## src/rtl/lcd_reg_pkg.sv

```systemverilog
package lcd_reg_pkg;
  localparam int DATA_W     = 32;
  localparam int WORD_AW    = 10;
  localparam int STAT_W     = 4;
  localparam int NUM_TIMING = 4;
  localparam int COL_W      = 11;
  localparam int ROW_W      = 11;
  localparam int BPP_W      = 3;

  localparam int CTRL_EN_BIT  = 0;
  localparam int CTRL_PWR_BIT = 11;
  localparam int ST_NEXT_BASE = 2;
  localparam int ST_VCOMP     = 3;

  localparam logic [WORD_AW-1:0] W_UPBASE = 10'd4;
  localparam logic [WORD_AW-1:0] W_LPBASE = 10'd5;
  localparam logic [WORD_AW-1:0] W_SLOT_A = 10'd6;
  localparam logic [WORD_AW-1:0] W_SLOT_B = 10'd7;
  localparam logic [WORD_AW-1:0] W_RAW    = 10'd8;
  localparam logic [WORD_AW-1:0] W_MSK_ST = 10'd9;
  localparam logic [WORD_AW-1:0] W_CLEAR  = 10'd10;
  localparam logic [WORD_AW-1:0] W_UPCUR  = 10'd11;
  localparam logic [WORD_AW-1:0] W_LPCUR  = 10'd12;
  localparam logic [6:0]         ID_PAGE  = 7'h7F;

  localparam logic [STAT_W-1:0] TICK_SET = STAT_W'((1 << ST_NEXT_BASE) | (1 << ST_VCOMP));

  function automatic logic [7:0] id_byte(input logic ext, input logic [2:0] idx);
    logic [7:0] b;
    case (idx)
      3'd0:    b = ext ? 8'h11 : 8'h10;
      3'd1:    b = 8'h11;
      3'd2:    b = ext ? 8'h24 : 8'h04;
      3'd3:    b = 8'h00;
      3'd4:    b = 8'h0D;
      3'd5:    b = 8'hF0;
      3'd6:    b = 8'h05;
      default: b = 8'hB1;
    endcase
    return b;
  endfunction
endpackage

```

## src/rtl/lcd_frame_tick.sv

```systemverilog
module lcd_frame_tick #(
  parameter int TICK_CYCLES = 833_333
) (
  input  logic clk_i,
  input  logic rst_ni,
  input  logic en_i,
  input  logic restart_i,
  output logic tick_o
);
  localparam int CNT_W = (TICK_CYCLES > 2) ? $clog2(TICK_CYCLES) : 1;
  localparam logic [CNT_W-1:0] LAST = CNT_W'(TICK_CYCLES - 1);

  logic [CNT_W-1:0] cnt_q;
  logic wrap;

  assign wrap   = (cnt_q == LAST);
  assign tick_o = en_i && !restart_i && wrap;

  always_ff @(posedge clk_i or negedge rst_ni) begin
    if (!rst_ni)                   cnt_q <= '0;
    else if (!en_i || restart_i)   cnt_q <= '0;
    else if (wrap)                 cnt_q <= '0;
    else                           cnt_q <= cnt_q + 1'b1;
  end

  p_cnt_bound_r6: assert property (@(posedge clk_i) disable iff (!rst_ni)
    cnt_q <= LAST);
  p_idle_when_off_r6: assert property (@(posedge clk_i) disable iff (!rst_ni)
    !en_i |=> cnt_q == '0);
  p_restart_clears_r6: assert property (@(posedge clk_i) disable iff (!rst_ni)
    restart_i |=> cnt_q == '0);
endmodule

```

## src/rtl/lcd_irq_unit.sv

```systemverilog
module lcd_irq_unit
  import lcd_reg_pkg::*;
(
  input  logic              clk_i,
  input  logic              rst_ni,
  input  logic              mask_we_i,
  input  logic [STAT_W-1:0] mask_d_i,
  input  logic              clr_we_i,
  input  logic [STAT_W-1:0] clr_d_i,
  input  logic [STAT_W-1:0] set_i,
  output logic [STAT_W-1:0] raw_o,
  output logic [STAT_W-1:0] mask_o,
  output logic              irq_o
);
  logic [STAT_W-1:0] raw_q, mask_q, clr_vec;

  assign clr_vec = clr_we_i ? clr_d_i : '0;

  always_ff @(posedge clk_i or negedge rst_ni) begin
    if (!rst_ni) begin
      raw_q  <= '0;
      mask_q <= '0;
    end else begin
      raw_q <= (raw_q & ~clr_vec) | set_i;  // set wins over clear
      if (mask_we_i) mask_q <= mask_d_i;
    end
  end

  assign raw_o  = raw_q;
  assign mask_o = mask_q;
  assign irq_o  = |(raw_q & mask_q);

  p_clear_takes_r7: assert property (@(posedge clk_i) disable iff (!rst_ni)
    (clr_we_i && set_i == '0) |=> (raw_q & $past(clr_d_i)) == '0);
  p_set_beats_clear_r7: assert property (@(posedge clk_i) disable iff (!rst_ni)
    (set_i != '0) |=> (raw_q & $past(set_i)) == $past(set_i));
  p_rise_needs_set_r6: assert property (@(posedge clk_i) disable iff (!rst_ni)
    (set_i == '0) |=> (raw_q & ~$past(raw_q)) == '0);
  p_mask_load_r8: assert property (@(posedge clk_i) disable iff (!rst_ni)
    mask_we_i |=> mask_q == $past(mask_d_i));
endmodule

```

## src/rtl/lcd_geom_decode.sv

```systemverilog
module lcd_geom_decode
  import lcd_reg_pkg::*;
(
  input  logic [5:0]       hfield_i,
  input  logic [9:0]       vfield_i,
  output logic [COL_W-1:0] cols_o,
  output logic [ROW_W-1:0] rows_o
);
  // ((t0 & 0xFC) + 4) * 4 == (t0[7:2] + 1) * 16
  assign cols_o = (COL_W'(hfield_i) + COL_W'(1)) << 4;
  assign rows_o = ROW_W'(vfield_i) + ROW_W'(1);
endmodule

```

## src/rtl/lcd_reg_irq.sv

```systemverilog
module lcd_reg_irq
  import lcd_reg_pkg::*;
#(
  parameter int TICK_CYCLES = 833_333
) (
  input  logic               clk_i,
  input  logic               rst_ni,
  input  logic [1:0]         variant_i,
  input  logic               wr_i,
  input  logic               rd_i,
  input  logic [WORD_AW-1:0] word_addr_i,
  input  logic [DATA_W-1:0]  wdata_i,
  output logic [DATA_W-1:0]  rdata_o,
  output logic               irq_o,
  output logic               invalidate_o,
  output logic               enabled_o,
  output logic [BPP_W-1:0]   bpp_o,
  output logic [COL_W-1:0]   cols_o,
  output logic [ROW_W-1:0]   rows_o
);
  logic swap, ext_id, id_hit;
  logic wr_ctrl, wr_mask, wr_clr, restart, tick;
  logic [DATA_W-1:0] timing_w [NUM_TIMING];
  logic [DATA_W-1:0] upbase_q, lpbase_q, ctrl_q, rd_val, rdata_q;
  logic [STAT_W-1:0] raw, mask;
  logic inval_q;

  assign swap    = (variant_i != 2'd0);
  assign ext_id  = variant_i[1];
  assign id_hit  = (word_addr_i[WORD_AW-1:3] == ID_PAGE);
  assign wr_ctrl = wr_i && (word_addr_i == (swap ? W_SLOT_A : W_SLOT_B));
  assign wr_mask = wr_i && (word_addr_i == (swap ? W_SLOT_B : W_SLOT_A));
  assign wr_clr  = wr_i && (word_addr_i == W_CLEAR);
  assign restart = wr_ctrl && wdata_i[CTRL_EN_BIT] && wdata_i[CTRL_PWR_BIT];

  for (genvar g = 0; g < NUM_TIMING; g++) begin : g_timing
    logic [DATA_W-1:0] q;
    always_ff @(posedge clk_i or negedge rst_ni) begin
      if (!rst_ni)                                       q <= '0;
      else if (wr_i && word_addr_i == WORD_AW'(g))       q <= wdata_i;
    end
    assign timing_w[g] = q;
  end

  always_ff @(posedge clk_i or negedge rst_ni) begin
    if (!rst_ni) begin
      upbase_q <= '0;
      lpbase_q <= '0;
      ctrl_q   <= '0;
      inval_q  <= 1'b0;
    end else begin
      if (wr_i && word_addr_i == W_UPBASE) upbase_q <= wdata_i;
      if (wr_i && word_addr_i == W_LPBASE) lpbase_q <= wdata_i;
      if (wr_ctrl)                         ctrl_q   <= wdata_i;
      inval_q <= wr_i;
    end
  end

  assign enabled_o    = ctrl_q[CTRL_EN_BIT] & ctrl_q[CTRL_PWR_BIT];
  assign bpp_o        = ctrl_q[BPP_W:1];
  assign invalidate_o = inval_q;

  lcd_frame_tick #(.TICK_CYCLES(TICK_CYCLES)) i_tick (
    .clk_i    (clk_i),
    .rst_ni   (rst_ni),
    .en_i     (enabled_o),
    .restart_i(restart),
    .tick_o   (tick)
  );

  lcd_irq_unit i_irq (
    .clk_i    (clk_i),
    .rst_ni   (rst_ni),
    .mask_we_i(wr_mask),
    .mask_d_i (wdata_i[STAT_W-1:0]),
    .clr_we_i (wr_clr),
    .clr_d_i  (wdata_i[STAT_W-1:0]),
    .set_i    (tick ? TICK_SET : '0),
    .raw_o    (raw),
    .mask_o   (mask),
    .irq_o    (irq_o)
  );

  lcd_geom_decode i_geom (
    .hfield_i(timing_w[0][7:2]),
    .vfield_i(timing_w[1][9:0]),
    .cols_o  (cols_o),
    .rows_o  (rows_o)
  );

  always_comb begin
    rd_val = '0;
    if (id_hit) begin
      rd_val = DATA_W'(id_byte(ext_id, word_addr_i[2:0]));
    end else if (word_addr_i < WORD_AW'(NUM_TIMING)) begin
      rd_val = timing_w[word_addr_i[1:0]];
    end else begin
      case (word_addr_i)
        W_UPBASE, W_UPCUR: rd_val = upbase_q;
        W_LPBASE, W_LPCUR: rd_val = lpbase_q;
        W_SLOT_A:          rd_val = swap ? ctrl_q : DATA_W'(mask);
        W_SLOT_B:          rd_val = swap ? DATA_W'(mask) : ctrl_q;
        W_RAW:             rd_val = DATA_W'(raw);
        W_MSK_ST:          rd_val = DATA_W'(raw & mask);
        default:           rd_val = '0;
      endcase
    end
  end

  always_ff @(posedge clk_i or negedge rst_ni) begin
    if (!rst_ni)   rdata_q <= '0;
    else if (rd_i) rdata_q <= rd_val;
  end
  assign rdata_o = rdata_q;

  p_inval_after_wr_r12: assert property (@(posedge clk_i) disable iff (!rst_ni)
    wr_i |=> invalidate_o);
  p_inval_quiet_r12: assert property (@(posedge clk_i) disable iff (!rst_ni)
    !wr_i |=> !invalidate_o);
  p_rdata_hold_r2: assert property (@(posedge clk_i) disable iff (!rst_ni)
    !rd_i |=> $stable(rdata_o));
  p_swap_ctrl_r3: assert property (@(posedge clk_i) disable iff (!rst_ni)
    (wr_i && variant_i != 2'd0 && word_addr_i == W_SLOT_A)
      |=> enabled_o == ($past(wdata_i[CTRL_EN_BIT]) && $past(wdata_i[CTRL_PWR_BIT])));
  p_undef_zero_r11: assert property (@(posedge clk_i) disable iff (!rst_ni)
    (rd_i && word_addr_i == 10'd13) |=> rdata_o == '0);
  p_no_tick_off_r6: assert property (@(posedge clk_i) disable iff (!rst_ni)
    !enabled_o |=> (raw & ~$past(raw)) == '0);
endmodule

```

## config.mk

```make
export PLATFORM = sky130hd
export DESIGN_NAME = lcd_reg_irq
export DESIGN_NICKNAME = d
export VERILOG_FILES = /design/src/rtl/lcd_reg_pkg.sv /design/src/rtl/lcd_frame_tick.sv /design/src/rtl/lcd_irq_unit.sv /design/src/rtl/lcd_geom_decode.sv /design/src/rtl/lcd_reg_irq.sv
export SDC_FILE = /design/constraint.sdc
export NUM_CORES = 1
export LEC_CHECK = 0
export BUFFER_PORTS_ARGS = -buffer_cell sky130_fd_sc_hd__buf_4
export CORE_MARGIN = 4
export CORE_UTILIZATION = 45
export CTS_CLUSTER_DIAMETER = 120
export DETAILED_ROUTE_END_ITERATION = 8
export PLACE_DENSITY = 0.65
export SLEW_MARGIN = 40
export SYNTH_ARGS = -nofsm -noshare
export SYNTH_HDL_FRONTEND = slang
export SYNTH_SLANG_ARGS = --single-unit
```

## constraint.sdc

```tcl
create_clock -name clk_i -period 1.7 [get_ports clk_i]
set_input_delay 0 -clock clk_i [delete_from_list [all_inputs] [get_ports clk_i]]
set_output_delay 0 -clock clk_i [all_outputs]
set_load 0.03 [all_outputs]
```

==> impl_metrics.env, run 1 <==
export IMPL_synth_top_cell_by_area="dfrtp_1"
export IMPL_core_um2=28100
export IMPL_cts_tree="done"
export IMPL_grt_util_met1=0.310
export IMPL_synth_distinct_cells=64
export IMPL_num_rows=61
export IMPL_end_kind="output port"
export IMPL_cellPowerDensity_nw_per_um2=842
export IMPL_timing_fmax_mhz=536
export IMPL_worstPathCellList="buf_6 > and3_4 > and4_4 > nand4_1 > xnor2_1 > buf_4"
export IMPL_synthTopCellsByCount="285 x dfrtp_1, 213 x mux2_2, 43 x nor2_1"
export IMPL_cts_buffers=31
export IMPL_drive_gt1_frac=0.491
export IMPL_htreeDepth=1
export IMPL_grt_pass1_wl_um=52900
export IMPL_start_util=0.462
export IMPL_hold_path_class="in -> async"
export IMPL_place_hpwl_um=21200
export IMPL_crit_path_max_fanout=3
export IMPL_synth_most_common_cell="dfrtp_1"
export IMPL_finalClockSkew_ns=0.0109
export IMPL_fp_dieH_um=178
export IMPL_first_global_vias=9233
export IMPL_synth_area_um2=13000
export IMPL_ys_flop_type="dfrtp_1"
export IMPL_postRouteAntennaNets=0
export IMPL_totalWireLength_um=34000
export IMPL_critPathKind="reg -> out"
export IMPL_wl_per_cell_um=21.5
export IMPL_grt_setup_unrepaired="true"
export IMPL_drc=0
export IMPL_critical_path_top_delay_family="simple AND/OR/NAND/NOR gates"
export IMPL_finalCritPeriodShare=1.10
export IMPL_ioPinCount=108
export IMPL_grtUsageMet3=0.0288
export IMPL_fin_nets=1240
export IMPL_grt_util_met2=0.338
export IMPL_leakage_nw=8.03
export IMPL_max_stage_delay_ns=0.37
export IMPL_worst_pin_slew_ns=0.516
export IMPL_die_x_um=178
export IMPL_maxCapViolations=0
export IMPL_path_clk_slew_ns=0.06
export IMPL_via_count=8995
export IMPL_ys_ff_latch=285
export IMPL_critPathLaunchType="flip-flop"
export IMPL_fillers=2194
export IMPL_cts_max_path_buffers=3
export IMPL_min_period_ns=1.87
export IMPL_synth_edf_count=0
export IMPL_busiest_layer="met2"
export IMPL_grt_max_degree=60
export IMPL_whs_ns=0.00434
export IMPL_synthTopCellsByArea="dfrtp_1 55%, mux2_2 18%, mux4_2 5.5%"
export IMPL_relSlewSlack=0.656
export IMPL_finalSetupViolCount=46
export IMPL_grt_usage=0.210
export IMPL_final_util=0.607
export IMPL_drtIter0Drc=591
export IMPL_violations="negative setup slack"
export IMPL_status="complete, but fails checks"
export IMPL_cts_root_buffer="clkbuf_16"
export IMPL_gp_congestion=0.839
export IMPL_total_power_w=0.0144
export IMPL_cp_arrival_ns=1.87
export IMPL_vias_per_cell=5.67
export IMPL_cp_slowest_cell="dfrtp_1"
export IMPL_ys_seq_area_frac=0.549
export IMPL_cts_sinks=285
export IMPL_cp_required_ns=1.70
export IMPL_drt_first_pass_iters=5
export IMPL_antenna_found_initial=1
export IMPL_portBuffers=103
export IMPL_vdd_drop_max_uv=631
export IMPL_critPathBufInv=2
export IMPL_yosysTopAreaCellShare=0.549
export IMPL_hold_viol_final=0
export IMPL_fp_dieArea_um2=31600
export IMPL_overflow=0
export IMPL_antenna_cells=0
export IMPL_dpl_cell_area_um2=15000
export IMPL_clk_latency_ns=0.55
export IMPL_synthToLayoutAreaGrowth_pct=31.4
export IMPL_ys_warn_count=0
export IMPL_avgSynthCellArea_um2=13.6
export IMPL_synth_async_reset_ratio=1.00
export IMPL_synth_cells=953
export IMPL_final_area_um2=17100
export IMPL_drv_slew=0
export IMPL_setup_ws_ns=-0.166
-- layout by cell type, fill, tap and decap left out, types with 5 or more instances in the layout --
cell             n
clkinv_2         7
buf_12          24
a21oi_1         36
a221oi_1         6
a221o_1         23
o21ai_0         34
nand2_1         27
xnor2_1         17
buf_4          185
dlygate4sd3_1   37
mux2_2         201
nor2_4          20
clkbuf_8         8
mux2_4          14
a22oi_1          8
clkbuf_1         5
nand3_1         12
xor2_1           8
nand4_1          7
clkbuf_16       33
mux4_2          32
nor2_1          21
dfrtp_1        280
inv_1           13
mux2_1          12
buf_6           11
o2bb2ai_1       23
dfrtp_2          5
-- final timing paths --
| kind | startpoint | endpoint | slack [ns] | cells after the start |
|---|---|---|---|---|
| min reg2reg | g_timing[2].q[31]$_DFFE_PN0P_ | g_timing[2].q[31]$_DFFE_PN0P_ | 0.48 | 1 |
| max | g_timing[1].q[3]$_DFFE_PN0P_ | rows_o[9] | -0.17 | 6 |
| min | rst_ni | i_tick.cnt_q[16]$_DFF_PN0_ | 0.004 | 2 |
| max in group asynchronous | rst_ni | ctrl_q[20]$_DFFE_PN0N_ | 1.04 | 3 |
| min in group clk_i | word_addr_i[3] | ctrl_q[22]$_DFFE_PN0N_ | 0.15 | 5 |
| max reg2reg | i_tick.cnt_q[11]$_DFF_PN0_ | i_tick.cnt_q[19]$_DFF_PN0_ | -0.09 | 7 |
-- cell families after synthesis --
family	after synthesis	synth area share
multiplexers	262	0.255
flip-flops	285	0.549
XOR/XNOR	31	0.0209
adder cells (fa/ha/maj)	4	0.00385
other	1	0.000289
AND/OR/NAND/NOR	137	0.0561
AO/OA/AOI/OAI	155	0.0845
buffers and inverters	78	0.0300
-- power breakdown --
| part | internal (W) | switching, W |
|---|---|---|
| registers | 0.00688 | 0.0000627 |
| logic | 0.000408 | 0.000542 |
| clock network | 0.00381 | 0.00266 |
| total | 0.0111 | 0.00326 |
-- metrics by stage --
step | TNS (ns) | worst slack (ns) | cells
after global routing | -4.09 | -0.252 | 1586
after CTS | -0.601 | -0.187 | 1576
final | -2.38 | -0.166 | 1586
after global placement | -113.41 | -0.509 | 1472
after detailed placement | -115.15 | -0.520 | 1472
after floorplan | -47.82 | -0.311 | 956
-- per-layer routing --
| metal | wire length (um) | share of wire |
|---|---|---|
| met1 | 15400 | 0.45 |
| met2 | 16500 | 0.49 |
| met3 | 1550 | 0.046 |
| met4 | 572 | 0.017 |
| met5 | 7 | 0.00021 |
-- sequential cells by signal, summed over array words and instances (netlist names) --
register	cells
lpbase_q	32
rdata_o	32
ctrl_q	32
g_timing.q	128
upbase_q	32
invalidate_o	1
i_irq.raw_o	4
i_tick.cnt_q	20
i_irq.mask_o	4
-- final cells by class --
class | instances | area (um2) | area share
sequential | 285 | 7140 | 0.418
multi-input combinational | 593 | 5910 | 0.346
timing repair buffer | 263 | 2510 | 0.147
clock buffer | 44 | 905 | 0.0530
tap | 378 | 473 | 0.0277
clock inverter | 9 | 72.6 | 0.00425
inverter | 14 | 52.6 | 0.00308
-- what timing repair did --
| action | in CTS | in global routing |
|---|---|---|
| setup buffers | 11 | 7 |
| hold buffers | 37 | 0 |
| pin swaps | 13 | 14 |
| cloned | 3 | 3 |
| setup endpoints to repair | 27 | 52 |
| endpoints found under the hold margin | 526 | 0 |
| gates resized for setup | 41 | 58 |
(Power assumes the default switching activity.)
==> run 2: changes to the inputs <==
--- a/config.mk
+++ b/config.mk
@@ -6,11 +6,13 @@
 export NUM_CORES = 1
 export LEC_CHECK = 0
 export BUFFER_PORTS_ARGS = -buffer_cell sky130_fd_sc_hd__buf_4
+export CELL_PAD_IN_SITES_DETAIL_PLACEMENT = 0
+export CELL_PAD_IN_SITES_GLOBAL_PLACEMENT = 1
 export CORE_MARGIN = 4
 export CORE_UTILIZATION = 45
 export CTS_CLUSTER_DIAMETER = 120
 export DETAILED_ROUTE_END_ITERATION = 8
-export PLACE_DENSITY = 0.65
+export PLACE_DENSITY = 0.76
 export SLEW_MARGIN = 40
 export SYNTH_ARGS = -nofsm -noshare
 export SYNTH_HDL_FRONTEND = slang
==> run 2 against run 1 <==
Against the previous run: the flow still finishes with violations (negative setup slack); worst hold slack gained 0.072 ns; register-to-register slack hardly changed; design area fell by 1.2%; critical endpoint unchanged; largest cell class unchanged; largest power group unchanged; highest routed layer is now met4.
==> impl_metrics.env, run 2 (synthesis gave the netlist of run 1 again) <==
export IMPL_critPathKind="reg -> out"
export IMPL_layout_commonest_cell="dfrtp_1"
export IMPL_ioPinCount=108
export IMPL_antenna_cells=0
export IMPL_cts_sinks=285
export IMPL_cp_arrival_ns=1.83
export IMPL_vias_per_cell=5.62
export IMPL_hold_path_class="in -> async"
export IMPL_drv_slew=0
export IMPL_drc=0
export IMPL_vdd_drop_max_uv=749
export IMPL_core_um2=28100
export IMPL_fin_nets=1237
export IMPL_cts_max_path_buffers=3
export IMPL_fp_dieH_um=178
export IMPL_die_x_um=178
export IMPL_hold_viol_final=0
export IMPL_fillers=2261
export IMPL_place_hpwl_um=21600
export IMPL_wl_per_cell_um=21.0
export IMPL_finalSetupViolCount=18
export IMPL_postRouteAntennaNets=0
export IMPL_via_count=8913
export IMPL_dpl_cell_area_um2=15000
export IMPL_timing_fmax_mhz=546
export IMPL_min_period_ns=1.83
export IMPL_grt_setup_unrepaired="true"
export IMPL_top_register="g_timing.q"
export IMPL_grt_max_degree=58
export IMPL_maxCapViolations=0
export IMPL_grt_pass1_wl_um=53000
export IMPL_synthToLayoutAreaGrowth_pct=29.8
export IMPL_whs_ns=0.0761
export IMPL_cellPowerDensity_nw_per_um2=880
export IMPL_drt_first_pass_iters=5
export IMPL_portBuffers=103
export IMPL_violations="negative setup slack"
export IMPL_finalClockSkew_ns=0.00670
export IMPL_htreeDepth=1
export IMPL_setup_ws_ns=-0.132
export IMPL_end_kind="output port"
export IMPL_clk_latency_ns=0.55
export IMPL_totalWireLength_um=33300
export IMPL_largest_reg_flops=128
export IMPL_final_area_um2=16900
export IMPL_finalCritPeriodShare=1.08
export IMPL_cts_buffers=30
export IMPL_crit_path_max_fanout=4
export IMPL_status="complete, but fails checks"
export IMPL_start_util=0.462
export IMPL_drtIter0Drc=587
export IMPL_leakage_nw=7.99
export IMPL_layout_common_cells="279 x dfrtp_1, 212 x mux2_2, 196 x buf_4"
export IMPL_cts_tree="done"
export IMPL_antenna_found_initial=0
export IMPL_worst_pin_slew_ns=0.515
export IMPL_relSlewSlack=0.653
export IMPL_critPathLaunchType="flip-flop"
export IMPL_fp_dieArea_um2=31600
export IMPL_cts_root_buffer="clkbuf_16"
export IMPL_num_rows=61
export IMPL_overflow=0
export IMPL_grt_usage=0.211
export IMPL_first_global_vias=9302
export IMPL_path_clk_slew_ns=0.06
export IMPL_cp_required_ns=1.70
export IMPL_gp_congestion=0.810
export IMPL_drive_gt1_frac=0.482
==> run 2: cell count changes in the layout (fill, tap and decap cells not counted), moves of 3 or more <==
cell / before / now
buf_16: 3 / 0
buf_4: 185 / 196
buf_6: 11 / 4
bufinv_16: 1 / 4
mux2_2: 201 / 212
mux2_4: 14 / 3
nor2_1: 21 / 26
nor2_2: 3 / 7
nor2_4: 20 / 11
xor2_1: 8 / 11
xor2_2: 4 / 1
==> run 2: final timing paths <==
| kind | from | end | slack [ns] | cells past startpoint |
|---|---|---|---|---|
| setup / recovery | g_timing[1].q[4]$_DFFE_PN0P_ | rows_o[9] | -0.13 | 5 |
| hold / removal | rst_ni | i_tick.cnt_q[14]$_DFF_PN0_ | 0.08 | 3 |
| setup reg to reg | i_tick.cnt_q[0]$_DFF_PN0_ | i_tick.cnt_q[13]$_DFF_PN0_ | -0.10 | 10 |
| hold reg to reg | g_timing[3].q[15]$_DFFE_PN0P_ | g_timing[3].q[15]$_DFFE_PN0P_ | 0.48 | 1 |
| max in group asynchronous | rst_ni | i_tick.cnt_q[1]$_DFF_PN0_ | 1.14 | 3 |
| min in group clk_i | word_addr_i[3] | ctrl_q[0]$_DFFE_PN0N_ | 0.10 | 4 |
==> run 2: final cells by class <==
class | instances | area (um2) | share of cell area
Clock buffer | 43 | 891 | 0.0528
Tap cell | 378 | 473 | 0.0281
Multi-Input combinational cell | 593 | 5780 | 0.343
Sequential cell | 285 | 7140 | 0.424
Inverter | 14 | 55.1 | 0.00327
Clock inverter | 12 | 168 | 0.00995
Timing Repair Buffer | 261 | 2350 | 0.139
==> run 2: power by group <==
group          switching, W  internal (W)  total, W  leakage, nW
clock network       0.00269       0.00424   0.00693        0.527
registers         0.0000622       0.00688   0.00694         3.94
logic              0.000550      0.000407  0.000957         3.52
==> run 2: repair_timing <==
action / in CTS / in global routing
buffers inserted: 13 / 8
cloned: 2 / 0
endpoints found under the setup margin: 28 / 53
pin swaps: 5 / 14
hold buffers: 39 / 0
resized for setup: 23 / 42
endpoints found under the hold margin: 526 / 0
==> run 2: critical path, stage by stage, from the launching register on <==
cell	delay (ns)
dfrtp_1	0.40
and3_4	0.22
and4_4	0.22
nand4_1	0.12
xnor2_1	0.15
buf_4	0.17
==> run 2: metrics by stage <==
stage	cells	power, W	utilization	setup slack [ns]	setup TNS (ns)
2_1_floorplan	956	0.00741	-	-0.311	-47.82
3_3_place_gp	1475	0.00793	0.533	-0.513	-115.85
3_5_place_dp	1475	0.00795	0.533	-0.535	-124.17
4_1_cts	1583	0.0150	0.594	-0.227	-1.93
5_1_grt	1586	0.0154	0.600	-0.264	-3.77
6_report	1586	0.0148	0.600	-0.132	-1.06
==> run 2: metal layers <==
metal | GRT usage | part of all wire | vias to the layer above
li1 | - | - | 4015
met3 | 0.0281 | 0.041 | 45
met4 | 0.0442 | 0.019 | 0
met1 | 0.315 | 0.47 | 4667
met5 | 0 | 0 | -
met2 | 0.334 | 0.47 | 186
==> run 3: changes to the inputs <==
--- a/config.mk
+++ b/config.mk
@@ -12,8 +12,9 @@
 export CORE_UTILIZATION = 45
 export CTS_CLUSTER_DIAMETER = 120
 export DETAILED_ROUTE_END_ITERATION = 8
-export PLACE_DENSITY = 0.76
-export SLEW_MARGIN = 40
+export MAX_ROUTING_LAYER = met4
+export PLACE_DENSITY = 0.73
+export SLEW_MARGIN = 0
 export SYNTH_ARGS = -nofsm -noshare
 export SYNTH_HDL_FRONTEND = slang
 export SYNTH_SLANG_ARGS = --single-unit
==> constraint.sdc (replaced) <==
create_clock -name clk_i -period 1.9 [get_ports clk_i]
set_input_delay 0 -clock clk_i [delete_from_list [all_inputs] [get_ports clk_i]]
set_output_delay 0 -clock clk_i [all_outputs]
set_load 0.03 [all_outputs]
==> run 3 against run 2 <==
Against the previous run: first-iteration DRC count decreased by 2.9%; the run now ends clean; final cell count is 2.5% lower; combinational power is 14% lower; wire length shrank 3.7%; register-to-register slack improved by 0.18 ns; non-clock buffer count is 37 lower; power down 13%.
==> impl_metrics.env, run 3 (synthesis gave the netlist of run 1 again) <==
export IMPL_min_period_ns=1.88
export IMPL_first_global_vias=9100
export IMPL_top_register="g_timing.q"
export IMPL_largest_reg_flops=128
export IMPL_maxCapViolations=0
export IMPL_r2r_end="i_tick.cnt_q[13]$_DFF_PN0_"
export IMPL_cp_slowest_cell="dfrtp_2"
export IMPL_grt_max_degree=66
export IMPL_num_rows=61
export IMPL_reg2reg_slack_ns=0.08
export IMPL_leakage_nw=7.68
export IMPL_synthToLayoutAreaGrowth_pct=24.4
export IMPL_fp_dieArea_um2=31600
export IMPL_finalSetupViolCount=0
export IMPL_cts_tree="done"
export IMPL_dpl_cell_area_um2=14700
export IMPL_critPathKind="reg -> out"
export IMPL_layout_commonest_cell="dfrtp_1"
export IMPL_drive_gt1_frac=0.434
export IMPL_relSlewSlack=0.651
export IMPL_postRouteAntennaNets=0
export IMPL_vdd_drop_max_uv=559
export IMPL_place_hpwl_um=21100
export IMPL_worstPathCellList="and3_4 > and4_4 > nand4_1 > xnor2_1 > buf_4"
export IMPL_fp_dieH_um=178
export IMPL_status="completed"
export IMPL_cts_root_buffer="clkbuf_16"
export IMPL_ioPinCount=108
export IMPL_grt_setup_unrepaired="true"
export IMPL_critical_path_top_delay_family="simple AND/OR/NAND/NOR gates"
export IMPL_hold_path_class="in -> async"
export IMPL_critPathBufInv=1
export IMPL_r2r_start="i_tick.cnt_q[0]$_DFF_PN0_"
export IMPL_antenna_cells=0
export IMPL_clk_latency_ns=0.53
export IMPL_totalWireLength_um=32000
export IMPL_drc=0
export IMPL_setup_ws_ns=0.0193
export IMPL_grt_pass1_wl_um=51500
export IMPL_timing_fmax_mhz=532
export IMPL_critPathLaunchType="flip-flop"
export IMPL_finalClockSkew_ns=0.00452
export IMPL_finalCritPeriodShare=0.990
export IMPL_antenna_found_initial=0
export IMPL_drt_first_pass_iters=5
export IMPL_wl_per_cell_um=20.7
export IMPL_die_x_um=178
export IMPL_worst_pin_slew_ns=0.524
export IMPL_gp_congestion=0.853
export IMPL_portBuffers=103
export IMPL_final_area_um2=16200
export IMPL_end_kind="output port"
export IMPL_preCtsSetupSlack_ns=-0.353
export IMPL_drtIter0Drc=570
export IMPL_vias_per_cell=5.57
export IMPL_fin_nets=1199
export IMPL_cp_arrival_ns=1.88
export IMPL_crit_path_max_fanout=5
export IMPL_core_um2=28100
export IMPL_overflow=0
export IMPL_cts_sinks=285
export IMPL_cellPowerDensity_nw_per_um2=801
export IMPL_r2r_cells=4
export IMPL_hold_viol_final=0
export IMPL_cts_max_path_buffers=3
export IMPL_via_count=8624
export IMPL_start_util=0.462
export IMPL_max_stage_delay_ns=0.42
export IMPL_cts_buffers=29
export IMPL_layout_common_cells="282 x dfrtp_1, 213 x mux2_2, 171 x buf_4"
export IMPL_htreeDepth=1
export IMPL_cp_required_ns=1.90
export IMPL_path_clk_slew_ns=0.06
export IMPL_grt_usage=0.212
export IMPL_drv_slew=0
==> run 3: power by group <==
part	internal [W]	leakage, nW	switching (W)
Clock	0.00357	0.480	0.00234
Sequential	0.00616	3.95	0.0000541
Combinational	0.000347	3.25	0.000474
Total	0.0101	7.68	0.00287
==> run 3: worst max path at each step <==
stage                                  from                             to  cells past startpoint  slack (ns)
3_3_place_gp                 word_addr_i[4]         ctrl_q[24]$_DFFE_PN0N_                      6       -0.31
4_1_cts        g_timing[1].q[3]$_DFFE_PN0P_                      rows_o[9]                      6       -0.05
6_report       g_timing[1].q[2]$_DFFE_PN0P_                      rows_o[9]                      5        0.02
3_5_place_dp                 word_addr_i[4]  g_timing[1].q[18]$_DFFE_PN0P_                      6       -0.35
5_1_grt        g_timing[1].q[3]$_DFFE_PN0P_                      rows_o[9]                      5       -0.03
2_1_floorplan                word_addr_i[4]         ctrl_q[11]$_DFFE_PN0N_                      6       -0.12
==> run 3: per-layer routing <==
| metal | routed length, um | track usage | vias to the layer above | share of wire |
|---|---|---|---|---|
| li1 | - | - | 3913 | - |
| met3 | 1420 | 0.0260 | 40 | 0.044 |
| met2 | 14900 | 0.325 | 183 | 0.47 |
| met4 | 503 | 0.0406 | 0 | 0.016 |
| met1 | 15200 | 0.310 | 4488 | 0.47 |
| met5 | 0 | - | - | 0 |
==> run 3: final cells by class <==
class	instances	area, um2
fillers	2374	11900
inverters	14	52.6
flip-flops and latches	285	7140
clock buffers	39	783
repair buffers	224	1970
clock inverters	14	204
well taps	378	473
multi-input cells	593	5540
==> run 3: per-stage QoR <==
stage	instances	setup TNS, ns	hold WS, ns	total power (W)	util
3_5_place_dp	1449	-59.31	-0.00932	0.00708	0.524
5_1_grt	1547	-0.0304	0.0618	0.0134	0.575
6_report	1547	0	0.00198	0.0129	0.575
2_1_floorplan	956	-11.86	-0.296	0.00663	-
3_3_place_gp	1449	-56.92	-0.0115	0.00707	0.524
4_1_cts	1541	-0.0493	0.0208	0.0131	0.573
==> run 3: worst register-to-register path, stage by stage, from the launching register on <==
cell and delay, ns:
dfrtp_1 0.37, and4_1 0.24, or4b_2 0.67, or3_1 0.33, a21oi_1 0.13
==> run 3: repair_timing <==
action                                  CTS  global route
gates cloned                              0             0
buffers inserted                          2             7
endpoints found under the setup margin    3             4
hold endpoints to repair                526             0
resized for setup                         6             3
pin swaps                                 1             3
hold buffers                             37             0
